===== src/rtl/gpio_chg_pkg.sv =====
// Package: shared control-word layout and read-select type for the port.
// Assumes: control bits sit at fixed positions in the written data word.
package gpio_chg_pkg;

    localparam int CTRL_PU_OFF_BIT = 0;
    localparam int CTRL_IE_BIT     = 1;
    localparam int FLAG_CLR_BIT    = 0;

    typedef struct packed {
        logic ie;      // interrupt line enable
        logic pu_off;  // active-low pull-up switch: 1 = pull-ups off
    } port_ctrl_t;

    typedef enum logic [1:0] {
        RSEL_NONE = 2'd0,
        RSEL_PORT = 2'd1,
        RSEL_DIR  = 2'd2
    } rd_sel_e;

endpackage


===== src/rtl/gpio_sync.sv =====
// Module: multi-stage synchronizer for a bus of asynchronous pad inputs.
// Assumes: each bit is independent; stages reset to zero, so the consumer
// must ignore the output until STAGES edges after reset release.
module gpio_sync #(
    parameter int W      = 8,
    parameter int STAGES = 2
) (
    input  logic         clk,
    input  logic         rst_n,
    input  logic [W-1:0] d,
    output logic [W-1:0] q
);

    logic [W-1:0] stage_q [STAGES];

    for (genvar s = 0; s < STAGES; s++) begin : g_stage
        if (s == 0) begin : g_first
            // Capture the raw pad value.
            always_ff @(posedge clk) begin
                if (!rst_n) stage_q[s] <= '0;
                else        stage_q[s] <= d;
            end
        end else begin : g_next
            // Pass the value along the chain.
            always_ff @(posedge clk) begin
                if (!rst_n) stage_q[s] <= '0;
                else        stage_q[s] <= stage_q[s-1];
            end
        end
    end

    assign q = stage_q[STAGES-1];

endmodule


===== src/rtl/gpio_port_regs.sv =====
// Module: direction mask, output latch, control word, read mux and
// pull-up gating for the port.
// Assumes: strobes last one cycle; read data is combinational.
module gpio_port_regs
    import gpio_chg_pkg::*;
#(
    parameter int W = 8
) (
    input  logic         clk,
    input  logic         rst_n,
    input  logic [W-1:0] wdata,
    input  logic         wr_port,
    input  logic         wr_dir,
    input  logic         wr_ctrl,
    input  logic         rd_port,
    input  logic         rd_dir,
    input  logic [W-1:0] in_sync,
    output logic [W-1:0] dir_q,
    output logic [W-1:0] latch_q,
    output logic         ie,
    output logic [W-1:0] pu_req,
    output logic [W-1:0] rd_data
);

    port_ctrl_t ctrl_q;
    rd_sel_e    rsel;

    // Direction mask: 1 = input, resets to all inputs.
    always_ff @(posedge clk) begin
        if (!rst_n)      dir_q <= '1;
        else if (wr_dir) dir_q <= wdata;
    end

    // Output data latch, resets to zero.
    always_ff @(posedge clk) begin
        if (!rst_n)       latch_q <= '0;
        else if (wr_port) latch_q <= wdata;
    end

    // Control word: pull-ups off and interrupt disabled at reset.
    always_ff @(posedge clk) begin
        if (!rst_n) begin
            ctrl_q.pu_off <= 1'b1;
            ctrl_q.ie     <= 1'b0;
        end else if (wr_ctrl) begin
            ctrl_q.pu_off <= wdata[CTRL_PU_OFF_BIT];
            ctrl_q.ie     <= wdata[CTRL_IE_BIT];
        end
    end

    // Read select, port read has priority.
    always_comb begin
        if (rd_port)     rsel = RSEL_PORT;
        else if (rd_dir) rsel = RSEL_DIR;
        else             rsel = RSEL_NONE;
    end

    // Read data mux.
    always_comb begin
        unique case (rsel)
            RSEL_PORT: rd_data = in_sync;
            RSEL_DIR:  rd_data = dir_q;
            default:   rd_data = '0;
        endcase
    end

    // Pull-up only on input pins while the shared switch is on.
    always_comb begin
        pu_req = ctrl_q.pu_off ? '0 : dir_q;
    end

    assign ie = ctrl_q.ie;

endmodule


===== src/rtl/gpio_chg_detect.sv =====
// Module: snapshot register, priming window, per-pin mismatch and sticky
// change flag for the watched upper pins.
// Assumes: in_sync is valid SYNC_STAGES edges after reset release.
module gpio_chg_detect #(
    parameter int W           = 8,
    parameter int CHG_LSB     = 4,
    parameter int SYNC_STAGES = 2
) (
    input  logic         clk,
    input  logic         rst_n,
    input  logic [W-1:0] in_sync,
    input  logic [W-1:0] dir_q,
    input  logic         reload,
    input  logic         clr_req,
    output logic [W-1:0] snap_q,
    output logic         pending,
    output logic         flag
);

    localparam logic [W-1:0] CHG_MASK  = {W{1'b1}} << CHG_LSB;
    localparam int           PRIME_CYC = SYNC_STAGES + 1;
    localparam int           CW        = $clog2(PRIME_CYC + 1);

    logic [CW-1:0] prime_cnt;
    logic          primed;
    logic [W-1:0]  diff;

    assign primed = (prime_cnt == CW'(PRIME_CYC));

    // Count the priming window after reset release.
    always_ff @(posedge clk) begin
        if (!rst_n)       prime_cnt <= '0;
        else if (!primed) prime_cnt <= prime_cnt + 1'b1;
    end

    // Snapshot follows inputs while priming, then reloads on port access.
    always_ff @(posedge clk) begin
        if (!rst_n)                  snap_q <= '0;
        else if (!primed || reload)  snap_q <= in_sync;
    end

    // Per-pin mismatch on watched input pins.
    always_comb begin
        diff    = (in_sync ^ snap_q) & dir_q & CHG_MASK;
        pending = primed && (|diff);
    end

    // Sticky flag: a mismatch sets it and beats a clear.
    always_ff @(posedge clk) begin
        if (!rst_n)       flag <= 1'b0;
        else if (pending) flag <= 1'b1;
        else if (clr_req) flag <= 1'b0;
    end

endmodule


===== src/rtl/gpio_chg_port.sv =====
// Module: top of the I/O port: synchronizer, register file and change
// detector, with pin-side outputs and interrupt/wake lines.
// Assumes: one clock domain for the bus; pads are asynchronous.
module gpio_chg_port
    import gpio_chg_pkg::*;
#(
    parameter int WIDTH       = 8,
    parameter int CHG_LSB     = 4,
    parameter int SYNC_STAGES = 2
) (
    input  logic             clk,
    input  logic             rst_n,
    input  logic [WIDTH-1:0] bus_wdata,
    input  logic             wr_port,
    input  logic             wr_dir,
    input  logic             wr_ctrl,
    input  logic             wr_flag,
    input  logic             rd_port,
    input  logic             rd_dir,
    output logic [WIDTH-1:0] rd_data,
    input  logic [WIDTH-1:0] pin_in,
    output logic [WIDTH-1:0] pin_out,
    output logic [WIDTH-1:0] pin_oe,
    output logic [WIDTH-1:0] pin_pu,
    output logic             chg_flag,
    output logic             irq,
    output logic             wake
);

    logic [WIDTH-1:0] in_sync_w;
    logic [WIDTH-1:0] dir_w;
    logic [WIDTH-1:0] latch_w;
    logic [WIDTH-1:0] snap_w;
    logic             ie_w;
    logic             pend_w;
    logic             clr_w;

    gpio_sync #(.W(WIDTH), .STAGES(SYNC_STAGES)) u_sync (
        .clk   (clk),
        .rst_n (rst_n),
        .d     (pin_in),
        .q     (in_sync_w)
    );

    gpio_port_regs #(.W(WIDTH)) u_regs (
        .clk     (clk),
        .rst_n   (rst_n),
        .wdata   (bus_wdata),
        .wr_port (wr_port),
        .wr_dir  (wr_dir),
        .wr_ctrl (wr_ctrl),
        .rd_port (rd_port),
        .rd_dir  (rd_dir),
        .in_sync (in_sync_w),
        .dir_q   (dir_w),
        .latch_q (latch_w),
        .ie      (ie_w),
        .pu_req  (pin_pu),
        .rd_data (rd_data)
    );

    // Clear request only when the written clear bit is zero.
    assign clr_w = wr_flag && !bus_wdata[FLAG_CLR_BIT];

    gpio_chg_detect #(
        .W           (WIDTH),
        .CHG_LSB     (CHG_LSB),
        .SYNC_STAGES (SYNC_STAGES)
    ) u_det (
        .clk     (clk),
        .rst_n   (rst_n),
        .in_sync (in_sync_w),
        .dir_q   (dir_w),
        .reload  (rd_port || wr_port),
        .clr_req (clr_w),
        .snap_q  (snap_w),
        .pending (pend_w),
        .flag    (chg_flag)
    );

    assign pin_out = latch_w;
    assign pin_oe  = ~dir_w;
    assign irq     = chg_flag && ie_w;
    assign wake    = chg_flag;

endmodule


===== config.mk =====
export PLATFORM = sky130hd
export DESIGN_NAME = gpio_chg_port
export DESIGN_NICKNAME = d
export VERILOG_FILES = /design/src/rtl/gpio_chg_pkg.sv /design/src/rtl/gpio_sync.sv /design/src/rtl/gpio_port_regs.sv /design/src/rtl/gpio_chg_detect.sv /design/src/rtl/gpio_chg_port.sv
export SDC_FILE = /design/constraint.sdc
export NUM_CORES = 1
export LEC_CHECK = 0
export BUFFER_PORTS_ARGS = -buffer_cell sky130_fd_sc_hd__buf_2
export CAP_MARGIN = 20
export CORE_ASPECT_RATIO = 0.7
export CORE_MARGIN = 3
export CORE_UTILIZATION = 30
export CTS_CLUSTER_SIZE = 12
export DETAILED_ROUTE_END_ITERATION = 12
export GPL_TIMING_DRIVEN = 0
export HOLD_SLACK_MARGIN = 0.06
export PLACE_DENSITY_LB_ADDON = 0.05
export SLEW_MARGIN = 0
export SYNTH_ARGS = -nofsm -noshare
export SYNTH_HDL_FRONTEND = slang
export SYNTH_HIERARCHICAL = 1
export SYNTH_SLANG_ARGS = --single-unit

===== constraint.sdc =====
create_clock -name clk -period 1.3 [get_ports clk]
set_input_delay 0.065 -clock clk [delete_from_list [all_inputs] [get_ports clk]]
set_output_delay 0.065 -clock clk [all_outputs]
set_load 0.1 [all_outputs]

Word-level counts from Yosys, hierarchy flattened --
Memory sizes are Yosys's and may differ from the RTL's. Cells that the tools add are included.
Storage, ports and cells: register bits after elaboration 29, bits in writable memories 16, input bits 24, output and inout port bits 35, logic and storage cells 36, memories kept 1
Memory list:
- u_sync.stage_q | words 2, width 8, rd ports 2, clocked after memory_dff 0, write ports 2, line gpio_sync.sv:14 | logic [W-1:0] stage_q [STAGES];
Operators by class: add/sub/neg operators 1, equality and inequality tests 3, muxes and demuxes 10, bitwise logic cells 5, reductions and logical operators 9
Operator list (count):
- $mux 8 | 3
- $pmux 8 s2 | 1
- $and 8x8->8 | 1
- $not 8->8 | 1
- $xor 8x8->8 | 1
- $eq 2x2->1 const B | 2
- $mux 1 | 4
- $mux 2 | 2
- $reduce_or 4->1 | 1
- $logic_and 1x1->1 | 3
- $add 2x1->2 const B | 1
- $eq 2x1->1 const B | 1
- $logic_not 1->1 | 2
- $logic_or 1x1->1 | 2
- $or 1x1->1 | 2
- $reduce_bool 2->1 | 1

Depth between registers and ports, before layout --
An unclocked memory read counts as a cell.
word-level depth 6, depth in mapped cells 5, gate-level depth less buffers 4

By module --
Netlist, hierarchy kept.
Modules (own cells, without submodules):
- gpio_port_regs | times used 1, cells each 91, area an instance 827.0 um^2, seq. area each 360.3 um^2
- gpio_chg_detect | times used 1, cells each 44, area an instance 486.7 um^2, seq. area each 220.2 um^2
- gpio_sync | times used 1, cells each 33, area an instance 446.7 um^2, seq. area each 320.3 um^2
- gpio_chg_port | times used 1, cells each 12, area an instance 56.3 um^2, seq. area each 0.0 um^2

Worst setup path before layout --
No wires, ideal clock.
path kind register to output, start point register u_regs.dir_q[7], end point output rd_data[7], data arrival time 2.508 ns, required time 1.235 ns, setup slack -1.273 ns, stages on the path, launching flop included 3, buffers on the path 0, path through dfxtp_1 nand2_1 o21ai_0
Between the ends: cells in the longest elaborated chain, start to end 1
Ends and longest elaborated chain:
- from (decl) | line gpio_port_regs.sv:18 | output logic [W-1:0] dir_q,
- from (signal assigned) | line gpio_port_regs.sv:31 | else if (wr_dir) dir_q <= wdata;
- $pmux 8 s2 | line gpio_port_regs.sv:60 | unique case (rsel)
- to (decl) | line gpio_chg_port.sv:20 | output logic [WIDTH-1:0] rd_data,
Every way passes these cells.

Worst setup path in the final report --
start point register u_det.flag, end point output irq
Between the ends: cells in the longest elaborated chain, start to end 1
Ends and longest elaborated chain:
- from (decl) | line gpio_chg_detect.sv:17 | output logic flag
- from (signal assigned) | line gpio_chg_detect.sv:50 | if (!rst_n) flag <= 1'b0;
- from (signal assigned) | line gpio_chg_detect.sv:51 | else if (pending) flag <= 1'b1;
- from (signal assigned) | line gpio_chg_detect.sv:52 | else if (clr_req) flag <= 1'b0;
- $logic_and 1x1->1 | line gpio_chg_port.sv:83 | assign irq = chg_flag && ie_w;
- to (decl) | line gpio_chg_port.sv:26 | output logic irq,
Every way passes these cells.

==> results.md <==
* Total global-route track usage at 11.8%
* Hold path cells at 3
* Fillcell total at 533
* Reg-to-reg endpoint: u_det/snap_q[7]$_SDFFE_PN0P_
* Core area at 5310 um2
* WP depth at 2
* Crit share post-route at 95.2%
* WP data required at 1.24 ns
* Cell Pwr Density at 1280 nW/um2
* Hpwl dp at 2.88 mm
* Die height at 68.5 um
* Largest net degree at the start of global routing at 18
* FMAX at 808 MHz
* Worst Setup Start Kind: register
* Layout area overhead at 45.1%
* Hold Startpoint: wr_dir
* Worst setup EP type: output pin
* Crit Path Category: reg -> out
* Die Wd at 95.2 um
* First-pass GRT wire length at 5.65 mm
* Clk buf depth at 2
* Drt pass-1 iters at 4
* Mapped Cells at 168
* # IOs at 59
* Placed Area at 2080 um2
* Initial antenna violation count at 0
* P_leak at 1.23 nW
* CTS tree: yes
* Vias in the first global route at 1,158
* Max incr delay on CP at 0.41 ns
* Root buffer cell: clkbuf_8
* IO Port Bufs at 56
* Final cell count without fillers at 321
* Total Nets Final at 273
* Worst Tran Pin Value at 0.490 ns
* Critical-path maximum fanout at 4
* WHS at 0.129 ns
* Gr ovfl total at 0
* Mapped Avg Cell Area at 9.95 um2
* Gpl congestion at 0.720
* Final hold viol count at 0
* Relative slew slack at 67.6%
* Post-CTS Setup Bufs at 0
* Hold endpoint: u_regs/dir_q[2]$_SDFFE_PN1P_
* CP top delay family: buffers and inverters
* Syn nets at 193
* R2R cell count at 5
* Worst Hold Class: in -> reg
* Die Area at 6520 um2
* Yosys warns at 6
* ANT cells at 0
* RSZ-0062 raised after global routing: no
* Final ANT Viol Nets at 0
* DR WL/cell at 11.8 um
* Setup slack of the most critical reg-to-reg path at 0.13 ns
* Via count at 1,344
* Buf+Inv Stages, Crit Path at 1
* WP data arrival at 1.17 ns
* Layout cell share with drive strength beyond 1 at 41.8%
* Number of CTS-inserted buffers at 5
* Starting Density at 31.5%
* Final count of pins violating max slew at 0
* # Max-Cap Violations at 0
* Outcome: finished clean
* Clock Skews at 0.00391 ns
* Core Util, Final at 45.6%
* Total Wirelength at 3.79 mm
* Inst Count DP at 296
* Peak supply drop at 0.556 mV
* Min cycle time layout at 1.24 ns
* Slowest CP cell: buf_2
* # H-tree levels at 2
* Row cnt at 22
* Worst-Skew Late Latency at 0.28 ns
* Starting DRC count in detailed routing at 42
* Final Cell Area at 2420 um2
* Clock slew at reported path FFs at 0.08 ns
* DRC violations left at 0
* Crit path cell chain: and2_2 > buf_2
* Clock Sinks at 41
* Setup violations, final at 0
* Via/cell ratio at 4.19
* Cell Area, Synth at 1670 um2
* Worst r2r src: u_det/prime_cnt[0]$_SDFFE_PN0P_
[layout make-up]
| class | instances | area (um2) | share of cell area (%) |
|---|---|---|---|
| Clock buffer | 5 | 68.8 | 2.84 |
| Buffer | 9 | 76.3 | 3.15 |
| Tap cell | 72 | 90.1 | 3.72 |
| Multi-Input combinational cell | 110 | 787 | 32.5 |
| Sequential cell | 41 | 827 | 34.1 |
| Timing Repair Buffer | 73 | 528 | 21.8 |
| Clock inverter | 3 | 17.5 | 0.722 |
| Inverter | 8 | 30.0 | 1.24 |
[metrics by stage]
stage | total power [W] | worst slack (ns) | TNS, ns
after floorplan | 0.00210 | -0.519 | -2.07
after global placement | 0.00226 | 0.156 | 0
after detailed placement | 0.00227 | 0.114 | 0
after CTS | 0.00314 | 0.00621 | 0
after global routing | 0.00327 | 0.00146 | 0
final | 0.00311 | 0.0618 | 0
[report_power, final]
group	leakage (nW)	internal, W	switching, W
Sequential	0.338	0.00133	0.0000523
Clock	0.0439	0.000370	0.000427
Combinational	0.845	0.000270	0.000656
[routing by layer]
layer / wire length, um / track usage [%] / share of wire, % / vias to the layer above
met1: 1920 / 16.3 / 51 / 612
met5: 0 / 0 / 0 / -
met4: 19 / 3.78 / 0.50 / 0
met2: 1610 / 16.9 / 43 / 38
li1: - / - / - / 690
met3: 235 / 4.29 / 6.2 / 4
[sequential cells by signal, indices dropped and copies added, names as in the netlist]
register / cells
u_det/flag: 1
u_det/prime_cnt: 2
u_det/snap_q: 4
u_regs/ctrl_q: 1
u_regs/dir_q: 8
u_regs/ie: 1
u_regs/latch_q: 8
u_sync/stage_q: 16
[worst max-delay path by stage]
| stage | start | slack, ns | to |
|---|---|---|---|
| after floorplan | u_regs/dir_q[7]$_SDFFE_PN1P_ | -0.52 | rd_data[7] |
| after global placement | u_det/prime_cnt[0]$_SDFFE_PN0P_ | 0.16 | u_det/snap_q[5]$_SDFFE_PN0P_ |
| after detailed placement | u_det/prime_cnt[0]$_SDFFE_PN0P_ | 0.11 | u_det/snap_q[7]$_SDFFE_PN0P_ |
| after CTS | u_regs/dir_q[4]$_SDFFE_PN1P_ | 0.006 | rd_data[4] |
| after global routing | u_regs/dir_q[6]$_SDFFE_PN1P_ | 0.001 | rd_data[6] |
| final | u_det/flag$_SDFFE_PN0P_ | 0.06 | irq |
[worst reg2reg max path: stages, from the launching register on]
cell	delay (ns)
dfxtp_1	0.36
ha_2	0.24
nand2b_1	0.07
buf_4	0.16
mux2i_1	0.18
nor2b_1	0.06
[placed cells by master (no fill, tap or decap), types with 7 or more instances in the layout]
master / n
buf_2: 40
mux2i_1: 23
dfxtp_1: 36
dlygate4sd3_1: 17
buf_6: 12
inv_1: 8
and2_2: 13
o21ai_2: 7
nor2b_1: 19
nand2_1: 25
buf_4: 10
[repair_timing]
action	CTS	global route
resized for setup	18	13
hold buffers	17	0
hold endpoints to repair	19	0
endpoints found under the setup margin	16	17
Note: power is estimated with default switching activity, not from simulation.
